--- src/rtl/iqm_pkg.sv ---
package iqm_pkg;

  // Output path chosen for a sample; travels down the pipe with it.
  typedef enum logic {
    PATH_RAW    = 1'b0,
    PATH_SCALED = 1'b1
  } path_e;

  // Lane indices of the product array.
  localparam int LANE_IP = 0;
  localparam int LANE_QD = 1;
  localparam int N_LANES = 2;

endpackage

--- src/rtl/iqm_gain_reg.sv ---
module iqm_gain_reg #(
  parameter  int GAIN_W     = 10,
  parameter  int SYNC_DEPTH = 4,
  localparam int REG_W      = 2 * GAIN_W
) (
  input  logic              clk,
  input  logic              rst_n,
  input  logic              sync_bypass,
  input  logic              ld_i,
  input  logic [REG_W-1:0]  ld_data_i,
  output logic [REG_W-1:0]  word_o,
  output logic [GAIN_W-1:0] gain_ip_o,
  output logic [GAIN_W-1:0] gain_qd_o
);

  // Retiming chain for strobe and word.
  logic [SYNC_DEPTH-1:0] line_wr_q;
  logic [SYNC_DEPTH-1:0] line_wr_d;
  logic [REG_W-1:0]      line_data_q [SYNC_DEPTH];
  logic [REG_W-1:0]      line_data_d [SYNC_DEPTH];

  genvar gs;
  generate
    for (gs = 0; gs < SYNC_DEPTH; gs++) begin : g_line
      if (gs == 0) begin : g_head
        always_comb begin
          line_wr_d[gs]   = ld_i;
          line_data_d[gs] = ld_data_i;
        end
      end else begin : g_body
        always_comb begin
          line_wr_d[gs]   = line_wr_q[gs-1];
          line_data_d[gs] = line_data_q[gs-1];
        end
      end

      always_ff @(posedge clk or negedge rst_n) begin
        if (!rst_n) begin
          line_wr_q[gs]   <= 1'b0;
          line_data_q[gs] <= '0;
        end else begin
          line_wr_q[gs]   <= line_wr_d[gs];
          line_data_q[gs] <= line_data_d[gs];
        end
      end
    end
  endgenerate

  // Load source selection and the modulation word itself.
  logic             load_en;
  logic [REG_W-1:0] load_val;
  logic [REG_W-1:0] word_q;
  logic [REG_W-1:0] word_d;

  always_comb begin
    if (sync_bypass) begin
      load_en  = ld_i;
      load_val = ld_data_i;
    end else begin
      load_en  = line_wr_q[SYNC_DEPTH-1];
      load_val = line_data_q[SYNC_DEPTH-1];
    end
    word_d = load_en ? load_val : word_q;
  end

  always_ff @(posedge clk or negedge rst_n) begin
    if (!rst_n) begin
      word_q <= '0;
    end else if (load_en) begin
      word_q <= word_d;
    end
  end

  assign word_o    = word_q;
  assign gain_ip_o = word_q[GAIN_W-1:0];
  assign gain_qd_o = word_q[REG_W-1:GAIN_W];

endmodule

--- src/rtl/iqm_lane.sv ---
module iqm_lane #(
  parameter  int W    = 10,
  localparam int FRAC = W - 1,
  localparam int PW   = 2 * W,
  localparam int OW   = W + 1
) (
  input  logic                 clk,
  input  logic                 rst_n,
  input  logic signed [W-1:0]  smp_i,
  input  logic signed [W-1:0]  gain_i,
  output logic signed [OW-1:0] prod_o
);

  logic signed [PW-1:0] full;
  logic signed [OW-1:0] prod_d;
  logic signed [OW-1:0] prod_q;

  // Full signed product, then drop the fraction bits of the gain.
  always_comb begin
    full   = $signed({{W{smp_i[W-1]}}, smp_i}) * $signed({{W{gain_i[W-1]}}, gain_i});
    prod_d = OW'(full >>> FRAC);
  end

  always_ff @(posedge clk or negedge rst_n) begin
    if (!rst_n) begin
      prod_q <= '0;
    end else begin
      prod_q <= prod_d;
    end
  end

  assign prod_o = prod_q;

endmodule

--- src/rtl/iqm_combine.sv ---
module iqm_combine
  import iqm_pkg::*;
#(
  parameter int W = 10
) (
  input  logic              clk,
  input  logic              rst_n,
  input  path_e             path_i,
  input  logic signed [W:0] prod_ip_i,
  input  logic signed [W:0] prod_qd_i,
  input  logic [W-1:0]      raw_i,
  output logic [W-1:0]      dac_o
);

  logic [W-1:0] sum_low;
  logic [W-1:0] dac_d;
  logic [W-1:0] dac_q;

  // Keep only the low W bits of the sum: overflow wraps.
  always_comb begin
    sum_low = W'(prod_ip_i + prod_qd_i);
    dac_d   = (path_i == PATH_SCALED) ? sum_low : raw_i;
  end

  always_ff @(posedge clk or negedge rst_n) begin
    if (!rst_n) begin
      dac_q <= '0;
    end else begin
      dac_q <= dac_d;
    end
  end

  assign dac_o = dac_q;

endmodule

--- src/rtl/iq_amp_mod.sv ---
module iq_amp_mod
  import iqm_pkg::*;
#(
  parameter  int SMP_W      = 10,
  parameter  int SYNC_DEPTH = 4,
  localparam int REG_W      = 2 * SMP_W
) (
  input  logic             clk,
  input  logic             rst_n,
  input  logic             sync_bypass,
  input  logic             mod_wr,
  input  logic [REG_W-1:0] mod_data,
  input  logic             am_en,
  input  logic [SMP_W-1:0] sin_i,
  input  logic [SMP_W-1:0] cos_i,
  output logic [SMP_W-1:0] dac_o
);

  // Modulation word
  logic [REG_W-1:0] gain_word;
  logic [SMP_W-1:0] gain_ip;
  logic [SMP_W-1:0] gain_qd;

  iqm_gain_reg #(
    .GAIN_W     (SMP_W),
    .SYNC_DEPTH (SYNC_DEPTH)
  ) u_gain (
    .clk         (clk),
    .rst_n       (rst_n),
    .sync_bypass (sync_bypass),
    .ld_i        (mod_wr),
    .ld_data_i   (mod_data),
    .word_o      (gain_word),
    .gain_ip_o   (gain_ip),
    .gain_qd_o   (gain_qd)
  );

  // Stage 1: capture samples, gains and mode together
  logic [SMP_W-1:0] s1_sin_q,  s1_sin_d;
  logic [SMP_W-1:0] s1_cos_q,  s1_cos_d;
  logic [SMP_W-1:0] s1_gip_q,  s1_gip_d;
  logic [SMP_W-1:0] s1_gqd_q,  s1_gqd_d;
  path_e            s1_path_q, s1_path_d;

  always_comb begin
    s1_sin_d  = sin_i;
    s1_cos_d  = cos_i;
    s1_gip_d  = gain_ip;
    s1_gqd_d  = gain_qd;
    s1_path_d = am_en ? PATH_SCALED : PATH_RAW;
  end

  always_ff @(posedge clk or negedge rst_n) begin
    if (!rst_n) begin
      s1_sin_q  <= '0;
      s1_cos_q  <= '0;
      s1_gip_q  <= '0;
      s1_gqd_q  <= '0;
      s1_path_q <= PATH_RAW;
    end else begin
      s1_sin_q  <= s1_sin_d;
      s1_cos_q  <= s1_cos_d;
      s1_gip_q  <= s1_gip_d;
      s1_gqd_q  <= s1_gqd_d;
      s1_path_q <= s1_path_d;
    end
  end

  // Stage 2: one registered multiplier per lane
  logic signed [SMP_W-1:0] lane_smp  [N_LANES];
  logic signed [SMP_W-1:0] lane_gain [N_LANES];
  logic signed [SMP_W:0]   prod_arr  [N_LANES];

  always_comb begin
    lane_smp[LANE_IP]  = $signed(s1_cos_q);
    lane_gain[LANE_IP] = $signed(s1_gip_q);
    lane_smp[LANE_QD]  = $signed(s1_sin_q);
    lane_gain[LANE_QD] = $signed(s1_gqd_q);
  end

  genvar gl;
  generate
    for (gl = 0; gl < N_LANES; gl++) begin : g_lane
      iqm_lane #(
        .W (SMP_W)
      ) u_lane (
        .clk    (clk),
        .rst_n  (rst_n),
        .smp_i  (lane_smp[gl]),
        .gain_i (lane_gain[gl]),
        .prod_o (prod_arr[gl])
      );
    end
  endgenerate

  // Stage 2 side band: raw sample and mode kept in step with the products
  logic [SMP_W-1:0] s2_raw_q,  s2_raw_d;
  path_e            s2_path_q, s2_path_d;

  always_comb begin
    s2_raw_d  = s1_sin_q;
    s2_path_d = s1_path_q;
  end

  always_ff @(posedge clk or negedge rst_n) begin
    if (!rst_n) begin
      s2_raw_q  <= '0;
      s2_path_q <= PATH_RAW;
    end else begin
      s2_raw_q  <= s2_raw_d;
      s2_path_q <= s2_path_d;
    end
  end

  // Stage 3: sum or pass-through
  iqm_combine #(
    .W (SMP_W)
  ) u_comb (
    .clk       (clk),
    .rst_n     (rst_n),
    .path_i    (s2_path_q),
    .prod_ip_i (prod_arr[LANE_IP]),
    .prod_qd_i (prod_arr[LANE_QD]),
    .raw_i     (s2_raw_q),
    .dac_o     (dac_o)
  );

endmodule

--- config.mk ---
export PLATFORM = sky130hd
export DESIGN_NAME = iq_amp_mod
export DESIGN_NICKNAME = d
export VERILOG_FILES = /design/src/rtl/iqm_pkg.sv /design/src/rtl/iqm_gain_reg.sv /design/src/rtl/iqm_lane.sv /design/src/rtl/iqm_combine.sv /design/src/rtl/iq_amp_mod.sv
export SDC_FILE = /design/constraint.sdc
export NUM_CORES = 1
export LEC_CHECK = 0
export BUFFER_PORTS_ARGS = -buffer_cell sky130_fd_sc_hd__buf_2
export CAP_MARGIN = 25
export CORE_UTILIZATION = 63
export DETAILED_ROUTE_END_ITERATION = 8
export PLACE_DENSITY = 0.83
export SLEW_MARGIN = 20
export SYNTH_ARGS = -nofsm -noshare
export SYNTH_HDL_FRONTEND = slang
export SYNTH_SLANG_ARGS = --single-unit
--- constraint.sdc ---
create_clock -name clk -period 6.9 [get_ports clk]
set_input_delay 1.38 -clock clk [delete_from_list [all_inputs] [get_ports clk]]
set_output_delay 1.38 -clock clk [all_outputs]
set_load 0.01 [all_outputs]
==> metrics.log <==
INFO  metric fin_cells = 1500
INFO  metric initial_core_util = 64.2%
INFO  metric maxSlewViolCount = 0
INFO  metric fin_util = between 60% and 70%
INFO  metric synth_edf_count = 0
INFO  metric tritoncts_buffer_count = 17
INFO  metric synthCells = 1185
INFO  metric floorplan.core_area = 20200 um2
INFO  metric synth_top_area_share = around 36%
INFO  metric synth-main-ff-cell = sky130_fd_sc_hd__dfrtp_1
INFO  metric via_count = 8000
INFO  metric synthesis.area_per_instance = 11.0 um2
INFO  metric clockRootBuffer = sky130_fd_sc_hd__clkbuf_16
INFO  metric dp_slack = 1.65 ns
INFO  metric mappedNetlistArea = 13000 um2
INFO  metric synth_compound_area_share = 4.38%
INFO  metric grt_pass1_vias = 8745
INFO  metric cpMaxStageDelayCell = sky130_fd_sc_hd__dfrtp_1
INFO  metric critical_path_fanouts_max = 12
INFO  metric arrival = 5.72 ns
INFO  metric antenna_found_initial = 0
INFO  metric dp_cells = about 1500
INFO  metric grt_total_usage = roughly a quarter
INFO  metric synthSimpleGateAreaFrac = 10.2%
INFO  metric ant_nets = 0
INFO  metric timing_worst_slew_pin_value = 0.926 ns
INFO  metric synth.largest_area_cell = sky130_fd_sc_hd__dfrtp_1
INFO  metric clockBufferDepth = 2
INFO  metric multiplexer_share_of_the_synthesized_area = approximately 2.1%
INFO  metric die-height = 146 um
INFO  metric worst_path_clk_slew = 0.09 ns
INFO  metric slew_headroom = a little under two fifths
INFO  metric post_cts_resize_count = 0
INFO  metric setup_repair_after_global_routing_missed_its_margin = no
INFO  metric clock_latency = 0.44 ns
INFO  metric detail_route.drc_violations = 0
INFO  metric final_nets = 1532
INFO  metric worstSetupStartpointType = flop
INFO  metric place.port_buffers = 54
INFO  metric drt_iter0_markers = 468
INFO  metric tritoncts = done
INFO  metric synth.area.top_cells = sky130_fd_sc_hd__dfrtp_1 (36%), sky130_fd_sc_hd__fa_1 (27%), sky130_fd_sc_hd__ha_1 (9.3%), sky130_fd_sc_hd__inv_1 (7.3%), sky130_fd_sc_hd__nand2_1 (4.2%)
INFO  metric max_freq = between 0.15 and 0.2 GHz
INFO  metric share_of_the_cycle_needed_by_the_critical_path_after_routing = between 70 and 80%
INFO  metric via_per_inst = 5.33
INFO  metric required = 7.29 ns
INFO  metric io-pin-count = 55
INFO  metric status = finished, final reports clean
INFO  metric drive_gt1_share = 8.62%
INFO  metric clock-sinks = 186
INFO  metric net_count_synth = 1500
INFO  metric post-synth-top-count-cell = sky130_fd_sc_hd__inv_1
INFO  metric cts_post_setup_buffers_inserted = 0
INFO  metric rows = 52
INFO  metric finalHoldViolations = 0
INFO  metric worstPathCellList = nand2_1 -> fa_1 -> inv_1 -> fa_1 -> fa_1 -> fa_1 -> inv_1 -> fa_1 -> inv_1 -> ha_1 -> a21oi_1 -> o21ai_0 -> a31oi_1 -> a21boi_4 -> or4_1 -> nand3_1
INFO  metric overflow_left_after_global_routing = 0
INFO  metric routedWlPerCell = between 15 and 20 um
INFO  metric synthTopCellsByCount = sky130_fd_sc_hd__inv_1 (252), sky130_fd_sc_hd__dfrtp_1 (186), sky130_fd_sc_hd__fa_1 (173)
INFO  metric setup.worst_path.class = reg2reg
INFO  metric layout_min_cycle_time = 5.33 ns
INFO  metric cts_hold_repair.buffers = 0
INFO  metric crit_path_frequent_cell = sky130_fd_sc_hd__fa_1
INFO  metric worst_slack = 1.57 ns
INFO  metric synth_fa_ha_area_share = 36.0%
INFO  metric grt_max_degree = ~120
INFO  metric floorplan.die.width = 146 um
INFO  metric largest_family_of_logic_cells_by_synthesized_area = adder cells
INFO  metric floorplan.die_area = 21200 um2
INFO  metric critical-path-max-stage-delay = 0.65 ns
INFO  metric max_clock_skew = between 0.01 and 0.015 ns
INFO  metric crit_path_end_kind = flop
INFO  metric final.setup.tns = 0 ns
INFO  metric min-delay-path-class = reg2reg
INFO  metric diodes = 0
INFO  metric wirelength = 24.5 mm
INFO  metric async_flop_share = 100%
INFO  metric grt_first_pass_wirelength = 42.1 mm
INFO  metric dp.final_hpwl = roughly 18 mm
INFO  metric final_report_setup_violation_count = 0
INFO  metric yosys_register_bits = 186
INFO  metric globalplace.congestion = 0.888
INFO  metric area_growth_syn_to_layout = 8.66%
INFO  metric cts-htree-levels = 4
INFO  metric synth_sequential_area_ratio = around 36%
INFO  metric synth-xor-area-share = 2.76%
INFO  metric synth.lib_cells_used.distinct = 52
INFO  metric synth-warning-count = 0
INFO  metric drv_cap = 0
INFO  metric drt_pre_antenna_iters = 5
[state kept, by name, summed over array words and instances, names as in the netlist]
register and count:
u_gain.line_wr_q 1, s1_sin_q 10, u_gain.line_data_q 20, s1_cos_q 10, s1_path_q 1, s1_gip_q 10
s2_raw_q 10, u_gain.line_wr_d 3, s2_path_q 1, u_gain.line_data_d 60, u_gain.word_o 20, s1_gqd_q 10
g_lane.u_lane.prod_o 20, u_comb.dac_o 10
[worst max-delay path: cells and delay by family (launching register included)]
family	cells	cell delay, ns
AO/OA/AOI/OAI	4	0.73
adder cells (fa/ha/maj)	6	2.83
buffers and inverters	3	0.34
flip-flops	1	0.65
AND/OR/NAND/NOR	3	0.73
[final cells by class]
| class | count | area, um2 |
|---|---|---|
| Timing Repair Buffer | 56 | 302 |
| Sequential cell | 186 | 4650 |
| Multi-Input combinational cell | 703 | 7220 |
| Clock buffer | 17 | 425 |
| Fill cell | 1379 | 6120 |
| Inverter | 253 | 950 |
| Clock inverter | 15 | 229 |
| Tap cell | 270 | 338 |
[per-layer routing]
layer	share of wire (%)	global-route usage (%)
met1	43	34.8
met2	49	42.3
met3	5.4	4.26
met4	2.6	8.53
met5	0	0
[through the flow]
step | hold slack (ns) | cell area (um2)
2_1_floorplan | 0.331 | 13000
3_3_place_gp | 0.331 | 13400
3_5_place_dp | 0.335 | 13400
4_1_cts | 0.346 | 14100
5_1_grt | 0.349 | 14100
6_report | 0.341 | 14100
[placed cells by master, fill, tap and decap left out, drive strengths merged, types with 32 or more instances in the layout]
master | Yosys | final
and2 | 67 | 67
buf | 6 | 55
dfrtp | 186 | 186
fa | 173 | 173
ha | 97 | 97
inv | 252 | 263
nand2 | 145 | 145
nor2 | 34 | 34
o21ai | 33 | 33
xnor2 | 32 | 32
[path summary, 6_finish.rpt]
| kind | depth (start not counted) | end | slack [ns] | from |
|---|---|---|---|---|
| worst max-delay path | 16 | g_lane[1].u_lane.prod_o[7] | 1.57 | s1_sin_q[9] |
| worst min-delay path | 0 | u_gain.line_data_q[16] | 0.34 | u_gain.line_data_d[16] |
| worst max register to register | 16 | g_lane[1].u_lane.prod_o[7] | 1.57 | s1_sin_q[9] |
| worst min register to register | 0 | u_gain.line_data_q[16] | 0.34 | u_gain.line_data_d[16] |
| max in group asynchronous | 2 | s1_gqd_q[3] | 4.51 | rst_n |
| min in group asynchronous | 1 | u_gain.line_data_d[4] | 1.06 | rst_n |
[cells by family (layout without fill, tap and decap cells)]
group | count (synthesis) | in the layout
buf+inv | 296 | 341
simple gates | 284 | 284
fa+ha+maj | 270 | 270
flops | 186 | 186
compound gates | 81 | 81
xor+xnor | 41 | 41
mux | 27 | 27
Power is left out: the tool's default activity adds up to more than one toggle a clock period on the data nets, which glitch-free logic cannot reach.
